File: config.mk
export PLATFORM = sky130hd
export DESIGN_NAME = llsc_cmd_encoder
export DESIGN_NICKNAME = d
export VERILOG_FILES = /design/src/rtl/llsc_pkg.sv /design/src/rtl/llsc_cmd_map.sv /design/src/rtl/llsc_link_table.sv /design/src/rtl/llsc_cmd_encoder.sv
export SDC_FILE = /design/constraint.sdc
export NUM_CORES = 1
export LEC_CHECK = 0
export ABC_CLOCK_PERIOD_IN_PS = 1900
export BUFFER_PORTS_ARGS = -buffer_cell sky130_fd_sc_hd__buf_2
export CAP_MARGIN = 5
export CORE_AREA = 2 2 128 254
export DETAILED_ROUTE_END_ITERATION = 6
export DIE_AREA = 0 0 130 256
export PLACE_DENSITY = 0.63
export SLEW_MARGIN = 20
export SYNTH_ARGS = -nofsm -noshare
export SYNTH_HDL_FRONTEND = slang
export SYNTH_HIERARCHICAL = 1
export SYNTH_SLANG_ARGS = --single-unit
File: constraint.sdc
create_clock -name clk -period 1.9 [get_ports clk]
set_clock_uncertainty 0.15 [all_clocks]
set_input_delay 0 -clock clk [delete_from_list [all_inputs] [get_ports clk]]
set_output_delay 0 -clock clk [all_outputs]
set_load 0.005 [all_outputs]
File: src/rtl/llsc_pkg.sv
package llsc_pkg;
  typedef enum logic [2:0] {
    MC_READ   = 3'd0,
    MC_LDLOCK = 3'd1,
    MC_WRITE  = 3'd2,
    MC_STCOND = 3'd3,
    MC_SWAP   = 3'd4
  } mem_cmd_e;
endpackage

File: src/rtl/llsc_cmd_map.sv
module llsc_cmd_map
  import llsc_pkg::*;
(
  input  logic     is_write,
  input  logic     locked,
  input  logic     swap,
  input  logic     cswap,
  output mem_cmd_e cmd,
  output logic     is_sc,
  output logic     cmp_en
);
  always_comb begin
    is_sc  = 1'b0;
    cmp_en = 1'b0;
    if (!is_write) begin
      cmd = locked ? MC_LDLOCK : MC_READ;
    end else begin
      cmp_en = cswap;
      if (swap) begin
        cmd = MC_SWAP;
      end else if (locked) begin
        cmd   = MC_STCOND;
        is_sc = 1'b1;
      end else begin
        cmd = MC_WRITE;
      end
    end
  end
endmodule

File: src/rtl/llsc_link_table.sv
module llsc_link_table #(
  parameter int THREADS = 4,
  parameter int TID_W   = 2,
  parameter int LINE_AW = 26
) (
  input  logic               clk,
  input  logic               rst,
  input  logic               set_en,
  input  logic [TID_W-1:0]   set_tid,
  input  logic [LINE_AW-1:0] set_line,
  input  logic               inv_en,
  input  logic [LINE_AW-1:0] inv_line,
  input  logic               chk_en,
  input  logic [TID_W-1:0]   chk_tid,
  input  logic [LINE_AW-1:0] chk_line,
  output logic               chk_hit
);
  logic [THREADS-1:0] hit_vec;
  logic               set_blocked;

  // a response for a line being invalidated in the same cycle is dropped
  assign set_blocked = inv_en && (inv_line == set_line);

  for (genvar t = 0; t < THREADS; t++) begin : g_thr
    logic               vld_q;
    logic [LINE_AW-1:0] line_q;
    logic               inv_here;
    logic               set_here;
    logic               chk_here;

    assign inv_here = inv_en && (inv_line == line_q);
    assign set_here = set_en && (set_tid == TID_W'(t));
    assign chk_here = chk_en && (chk_tid == TID_W'(t));
    assign hit_vec[t] = vld_q && (line_q == chk_line) && !inv_here;

    always_ff @(posedge clk) begin
      if (rst) begin
        vld_q  <= 1'b0;
        line_q <= '0;
      end else if (set_here) begin
        vld_q  <= !set_blocked;
        line_q <= set_line;
      end else if (chk_here || inv_here) begin
        vld_q <= 1'b0;
      end
    end
  end

  assign chk_hit = hit_vec[chk_tid];
endmodule

File: src/rtl/llsc_cmd_encoder.sv
module llsc_cmd_encoder
  import llsc_pkg::*;
#(
  parameter int THREADS  = 4,
  parameter int TID_W    = 2,
  parameter int ADDR_W   = 32,
  parameter int DATA_W   = 64,
  parameter int LINE_OFF = 6
) (
  input  logic                       clk,
  input  logic                       rst,
  input  logic                       req_valid,
  input  logic                       req_write,
  input  logic                       req_locked,
  input  logic                       req_swap,
  input  logic                       req_cswap,
  input  logic [TID_W-1:0]           req_tid,
  input  logic [ADDR_W-1:0]          req_addr,
  input  logic [DATA_W-1:0]          req_cmp,
  input  logic                       ll_rsp_valid,
  input  logic [TID_W-1:0]           ll_rsp_tid,
  input  logic [ADDR_W-LINE_OFF-1:0] ll_rsp_line,
  input  logic                       inv_valid,
  input  logic [ADDR_W-LINE_OFF-1:0] inv_line,
  output logic                       mem_valid,
  output logic [2:0]                 mem_cmd,
  output logic [ADDR_W-1:0]          mem_addr,
  output logic [TID_W-1:0]           mem_tid,
  output logic [DATA_W-1:0]          mem_cmp,
  output logic                       mem_cmp_en,
  output logic                       fin_valid,
  output logic [TID_W-1:0]           fin_tid,
  output logic                       fin_suppress,
  output logic                       fin_sc_ok
);
  localparam int LINE_AW = ADDR_W - LINE_OFF;

  mem_cmd_e           nxt_cmd;
  logic               nxt_is_sc;
  logic               nxt_cmp_en;
  logic               link_hit;
  logic               drop_sc;
  logic [LINE_AW-1:0] req_line;

  assign req_line = req_addr[ADDR_W-1:LINE_OFF];

  llsc_cmd_map u_map (
    .is_write (req_write),
    .locked   (req_locked),
    .swap     (req_swap),
    .cswap    (req_cswap),
    .cmd      (nxt_cmd),
    .is_sc    (nxt_is_sc),
    .cmp_en   (nxt_cmp_en)
  );

  llsc_link_table #(
    .THREADS (THREADS),
    .TID_W   (TID_W),
    .LINE_AW (LINE_AW)
  ) u_links (
    .clk      (clk),
    .rst      (rst),
    .set_en   (ll_rsp_valid),
    .set_tid  (ll_rsp_tid),
    .set_line (ll_rsp_line),
    .inv_en   (inv_valid),
    .inv_line (inv_line),
    .chk_en   (req_valid && nxt_is_sc),
    .chk_tid  (req_tid),
    .chk_line (req_line),
    .chk_hit  (link_hit)
  );

  assign drop_sc = nxt_is_sc && !link_hit;

  always_ff @(posedge clk) begin
    if (rst) begin
      mem_valid    <= 1'b0;
      mem_cmd      <= MC_READ;
      mem_addr     <= '0;
      mem_tid      <= '0;
      mem_cmp      <= '0;
      mem_cmp_en   <= 1'b0;
      fin_valid    <= 1'b0;
      fin_tid      <= '0;
      fin_suppress <= 1'b0;
      fin_sc_ok    <= 1'b0;
    end else begin
      mem_valid    <= req_valid && !drop_sc;
      fin_valid    <= req_valid;
      fin_suppress <= req_valid && drop_sc;
      fin_sc_ok    <= req_valid && nxt_is_sc && link_hit;
      if (req_valid) begin
        mem_cmd    <= nxt_cmd;
        mem_addr   <= req_addr;
        mem_tid    <= req_tid;
        mem_cmp    <= nxt_cmp_en ? req_cmp : '0;
        mem_cmp_en <= nxt_cmp_en;
        fin_tid    <= req_tid;
      end
    end
  end
endmodule

## Word level (Yosys, flattened, before mapping)

Cells that the tools add are included.

| word-level totals | value |
|---|---|
| flip-flop bits (word level) | 214 |
| bits in latches | 0 |
| memory bits (writable) | 0 |
| ROM bits | 0 |
| input port bits | 161 |
| output and inout port bits | 108 |
| word-level logic and storage cells | 95 |
| memories kept | 0 |

| cells by class | value |
|---|---|
| add/subtract/negate cells | 0 |
| multiply operators | 0 |
| div/mod/pow operators | 0 |
| $lt $le $gt $ge | 1 |
| eq/ne operators | 15 |
| shift operators | 0 |
| mux-type cells | 19 |
| bitwise logic cells | 0 |
| reductions and logical operators | 43 |

Operators by type and width:

| operator | count |
|---|---|
| $eq A26 B26 Y1 | 9 |
| $mux W64 | 1 |
| $logic_and A1 B1 Y1 | 26 |
| $mux W1 | 15 |
| $eq A2 B2 Y1 const B | 4 |
| $reduce_bool A2 Y1 | 4 |
| $logic_not A1 Y1 | 7 |
| $mux W3 | 2 |
| $eq A2 B1 Y1 const B | 2 |
| $logic_not A2 Y1 | 2 |
| $logic_or A1 B1 Y1 | 4 |
| $lt A2 B3 Y1 const B | 1 |
| $bmux W1 S2 | 1 |

## Logic depth before layout (Yosys ltp)

| depth | value |
|---|---|
| depth in word-level cells | 10 |
| mapped depth | 9 |
| depth with buffers taken out | 8 |

## By module

Netlist, hierarchy kept.

By module, submodules not included:

| module | instances | cells each | area an instance (um^2) | seq. area each (um^2) |
|---|---|---|---|---|
| llsc_link_table | 1 | 840 | 6570.1 | 2162.1 |
| llsc_cmd_encoder | 1 | 418 | 4227.8 | 2122.0 |
| llsc_cmd_map | 1 | 5 | 35.0 | 0.0 |

## Least setup slack after synthesis

OpenSTA, ideal clock, no wires.

| timing path | value |
|---|---|
| path type | reg2reg |
| from | reg u_links.g_thr[2].line_q[18] |
| to | reg fin_suppress |
| library setup time | 0.115 ns |
| data arrival time | 1.410 ns |
| path slack | 0.225 ns |
| cell stages (with the launch flop) | 9 |
| buffers on the path | 0 |
| path through | dfxtp_1 -> xor2_1 -> nor4_1 -> nand4_1 -> nor4_1 -> a32oi_1 -> nand2_1 -> nor2b_1 -> and2_1 |

| between the ends | value |
|---|---|
| longest elaborated chain between the ends | 9 |
| elaborated cells on any way between the ends | 11 |
| classes of those cells | eq/ne (2); mux (2); reduce/logical (7) |

RTL lines:

| element | line | RTL |
|---|---|---|
| from (decl) | llsc_link_table.sv:26 | `logic [LINE_AW-1:0] line_q;` |
| from (signal assigned) | llsc_link_table.sv:42 | `line_q <= set_line;` |
| $eq A26 B26 Y1 | llsc_link_table.sv:31 | `assign inv_here = inv_en && (inv_line == line_q);` |
| $logic_and A1 B1 Y1 | llsc_link_table.sv:31 |  |
| $logic_not A1 Y1 | llsc_link_table.sv:34 | `assign hit_vec[t] = vld_q && (line_q == chk_line) && !inv_here;` |
| $logic_and A1 B1 Y1 * | llsc_link_table.sv:34 |  |
| $bmux W1 S2 * | llsc_link_table.sv:49 | `assign chk_hit = hit_vec[chk_tid];` |
| $mux W1 (not written as such) * | llsc_link_table.sv:49 |  |
| via link_hit | llsc_cmd_encoder.sv:41 | `logic link_hit;` |
| $logic_not A1 Y1 * | llsc_cmd_encoder.sv:75 | `assign drop_sc = nxt_is_sc && !link_hit;` |
| $logic_and A1 B1 Y1 * | llsc_cmd_encoder.sv:75 |  |
| $logic_and A1 B1 Y1 * | llsc_cmd_encoder.sv:92 | `fin_suppress <= req_valid && drop_sc;` |
| to (signal assigned) | llsc_cmd_encoder.sv:92 |  |
| to (decl) | llsc_cmd_encoder.sv:33 | `output logic fin_suppress,` |

The timed path passes the listed nets; every way through them passes the cells marked *. The select of a mux whose other input is x is not followed.
A chain may end at the register's enable or synchronous reset.

## Worst setup path after layout

| timing path | value |
|---|---|
| from | reg u_links.g_thr[3].line_q[22] |
| to | reg fin_suppress |

| between the ends | value |
|---|---|
| longest elaborated chain between the ends | 9 |
| elaborated cells on any way between the ends | 11 |
| classes of those cells | eq/ne (2); mux (2); reduce/logical (7) |

RTL lines:

| element | line |
|---|---|
| from (decl) | llsc_link_table.sv:26 |
| from (signal assigned) | llsc_link_table.sv:42 |
| $eq A26 B26 Y1 | llsc_link_table.sv:31 |
| $logic_and A1 B1 Y1 | llsc_link_table.sv:31 |
| $logic_not A1 Y1 | llsc_link_table.sv:34 |
| $logic_and A1 B1 Y1 * | llsc_link_table.sv:34 |
| $bmux W1 S2 * | llsc_link_table.sv:49 |
| $mux W1 (not written as such) * | llsc_link_table.sv:49 |
| via link_hit | llsc_cmd_encoder.sv:41 |
| $logic_not A1 Y1 * | llsc_cmd_encoder.sv:75 |
| $logic_and A1 B1 Y1 * | llsc_cmd_encoder.sv:75 |
| $logic_and A1 B1 Y1 * | llsc_cmd_encoder.sv:92 |

Marked as above.

==> impl_metrics.tcl <==
set metrics [dict create \
    run_status "finished with violations" \
    violations "setup timing" \
    design.core.area_um2 31400 \
    post-synth-top-area-fraction_pct 39.5 \
    critical_path.most_common_cell "nand4_1" \
    synth_top_flop_cell "dfxtp_1" \
    design_power_total_mw 11.7 \
    drive_above_1_share_pct 31.5 \
    antenna_found_initial 1 \
    place.gp.congestion 1.07 \
    synth-seq-cells 214 \
    clock_tree_from_tritoncts "done" \
    number_of_flops_mapped_to_enable_cells_by_yosys 0 \
    netlist_area_um2 10800 \
    post_drt_via_cell_ratio 5.04 \
    crit_path_end_kind "flop" \
    hold_class "in2reg" \
    timing.critical_path.arrival_ns 2.49 \
    synth.most_common_cell "nand2_1" \
    n_fill_cell 2731 \
    dp_cells 2045 \
    path_class "reg2reg" \
    core.rowCount 92 \
    routed_wl_um 50700 \
    rsz0062_at_grt "yes" \
    reg2reg_depth 8 \
    post-dp-hpwl_um 34500 \
    io_buffer_count 268 \
    min_delay_path_depth 4 \
    grt_overflow 0 \
    critical_path.reg2reg.endpoint "fin_suppress$_SDFF_PP0_" \
    cts_buffers 22 \
    timing.slew.headroom_pct 51.5 \
    max_cap_violations 0 \
    total_leakage_power_nw 7.36 \
    final_util_pct 55.9 \
    timing.reg2reg.setup_slack_ns -0.27 \
    cts_h_tree_depth 1 \
    worst_setup_slack_final_ns -0.269 \
    number_of_sinks_handled_by_clock_tree_synthesis 214 \
    dieArea_um2 33300 \
    fp.dieW_um 130 \
    yosysTopAreaCell "dfxtp_1" \
    grt_pass1_vias 12400 \
    hold_path_end "mem_addr[23]$_SDFFE_PP0P_" \
    setup-violations-final 5 \
    synth_seq_area_share_pct 39.5 \
    hold_path_startpoint "req_valid" \
    period_share_pct 114 \
    max_slew.worst_pin.slew_ns 0.726 \
    timing.critical_path.slowest_cell_delay_ns 0.43 \
    post_synthesis_async_set_or_reset_flop_share_pct 0 \
    finalCriticalPeriod_ns 2.17 \
    floorplan.initialDensity_pct 34.5 \
    max-vdd-ir-drop_v 0.000557 \
    grt_max_degree 73 \
    timing.critical_path.slowest_stage_cell "nor4_4" \
    achievable-frequency_ghz 0.461 \
    post_synth_main_area_contributors "dfxtp_1 (40%), xnor2_1 (12%), nand2_1 (7.5%)" \
    drc 0 \
    post_synth_num_cell_types 39 \
    grt_pass1_wl_um 73100 \
    drt_pass1_iterations 5 \
    synth.net_count 1424 \
    postSynthAreaPerCell_um2 8.58 \
    die-height_um 256 \
    cp_max_fo 2 \
    final_antenna_net_count 0 \
    cts.clk_slew.worst_paths_ns 0.07 \
    grt.total_usage_pct 29.4 \
    avgRoutedWirePerCell_um 21.4 \
    worst_setup_path_start_kind "flop" \
    power-per-cell-area_nw_per_um2 667 \
    finish.cell_count_without_fillers 2368 \
    drtIter0Drc 659 \
    clock_latency_on_the_worst_skew_pair_ns 0.53 \
    worst_r2r_startpoint "u_links/g_thr[3].line_q[22]$_SDFFE_PP0P_" \
    final_net_count 2089 \
    synth-warning-count 6 \
    design.portCount 269 \
    synth_cells 1263 \
    report.final.slew_viol_count 0 \
    yosys-top-cells-count "nand2_1 (216), dfxtp_1 (214), a21oi_1 (144)" \
    routed-via-count 11900 \
    area_delta_synth_final_pct 62.2 \
    timing_hold_violations_final 0 \
    cts.path.max_buffers 3 \
    crit_chain "xnor2_2 > nand4_1 > nor4_4 > nand4_1 > a32oi_1 > nand2_1 > nor2b_2 > and2_1" \
    buffer_cell_driving_the_clock_tree_root "clkbuf_16" \
    critical_path_required_ns 2.23 \
]
[per-stage QoR]
step / setup slack [ns] / hold slack, ns / setup TNS [ns] / area, um2
2_1_floorplan: 0.225 / -0.0140 / 0 / 10800
3_3_place_gp: -0.607 / 0.0866 / -2.33 / 13800
3_5_place_dp: -0.616 / 0.104 / -2.51 / 13800
4_1_cts: -0.142 / 0.00228 / -0.343 / 17500
5_1_grt: -0.289 / 0.0272 / -0.941 / 17600
6_report: -0.269 / 0.0201 / -0.817 / 17600
[critical path: cells and delay by family (launching register included)]
family	cells	cell delay (ns)
AO/OA/AOI/OAI	1	0.22
flip-flops	1	0.34
XOR/XNOR	1	0.15
AND/OR/NAND/NOR	6	1.27
[cells by family after synthesis]
logic type | count (synthesis) | synth area share (%)
multiplexers | 38 | 3.51
AND/OR/NAND/NOR | 486 | 23.1
XOR/XNOR | 234 | 18.9
buffers and inverters | 112 | 5.43
flip-flops | 214 | 39.5
AO/OA/AOI/OAI | 179 | 9.45
[state kept, by name, summed over array words and instances, names as in the netlist]
register,count
fin_valid,1
mem_cmd,3
mem_addr,32
mem_valid,1
mem_cmp,64
fin_sc_ok,1
mem_cmp_en,1
fin_suppress,1
fin_tid,2
u_links/g_thr.line_q,104
u_links/g_thr.vld_q,4
[worst max path at each step]
stage	cells after the start	from	endpoint	slack [ns]
after floorplan	8	u_links/g_thr[2].line_q[18]$_SDFFE_PP0P_	fin_suppress$_SDFF_PP0_	0.23
after detailed placement	8	u_links/g_thr[2].line_q[3]$_SDFFE_PP0P_	fin_suppress$_SDFF_PP0_	-0.62
final	8	u_links/g_thr[3].line_q[22]$_SDFFE_PP0P_	fin_suppress$_SDFF_PP0_	-0.27
after CTS	9	u_links/g_thr[1].line_q[3]$_SDFFE_PP0P_	fin_suppress$_SDFF_PP0_	-0.14
after global placement	8	u_links/g_thr[2].line_q[3]$_SDFFE_PP0P_	fin_suppress$_SDFF_PP0_	-0.61
after global routing	9	u_links/g_thr[1].line_q[3]$_SDFFE_PP0P_	fin_suppress$_SDFF_PP0_	-0.29
[cells in the final DEF, fill, tap and decap left out, types with 7 or more instances in the layout]
cell | Yosys | layout
dfxtp_1 | 214 | 203
dlygate4sd3_1 | 0 | 282
a21oi_2 | 29 | 30
mux2i_1 | 38 | 37
clkinv_2 | 0 | 9
nor4_1 | 27 | 17
nand3_1 | 39 | 38
buf_2 | 55 | 266
nand2_1 | 216 | 216
nand3_2 | 29 | 30
buf_4 | 4 | 192
nand4_1 | 44 | 44
clkbuf_16 | 0 | 23
nor3_1 | 7 | 7
xnor2_2 | 0 | 11
nor2_1 | 39 | 39
a21oi_1 | 144 | 143
dfxtp_2 | 0 | 9
xor2_1 | 91 | 91
buf_12 | 0 | 9
nand2b_1 | 65 | 65
xnor2_1 | 143 | 130
nor4_2 | 0 | 9
[routing by layer]
layer	share of wire, %	vias up	global-route usage [%]
met5	0	-	0
met4	10	0	25.1
met3	5.3	205	3.03
met2	51	549	54.0
met1	33	5647	28.2
li1	-	5522	-
[cell type report]
type                    count  area, um2  share of cell area (%)
diodes                      1       2.50                  0.0142
clock buffers              27        621                    3.53
clock inverters            13        120                   0.683
inverters                   1       3.75                  0.0214
multi-input cells         937       6190                    35.2
flip-flops and latches    214       4300                    24.5
well taps                 423        529                    3.01
repair buffers            752       5810                    33.1
[timing repair]
item                                    CTS  global route
hold buffers                            288             1
resized for setup                        27            20
pin swaps                                28            16
setup buffers                             3             0
endpoints found under the setup margin    6            14
hold endpoints to repair                214             2
[report_power, final]
group	internal [mW]	switching, mW	leakage [nW]
logic	1.16	1.23	5.24
registers	4.64	0.116	1.75
clock network	2.60	1.97	0.370
(Power assumes the default switching activity.)
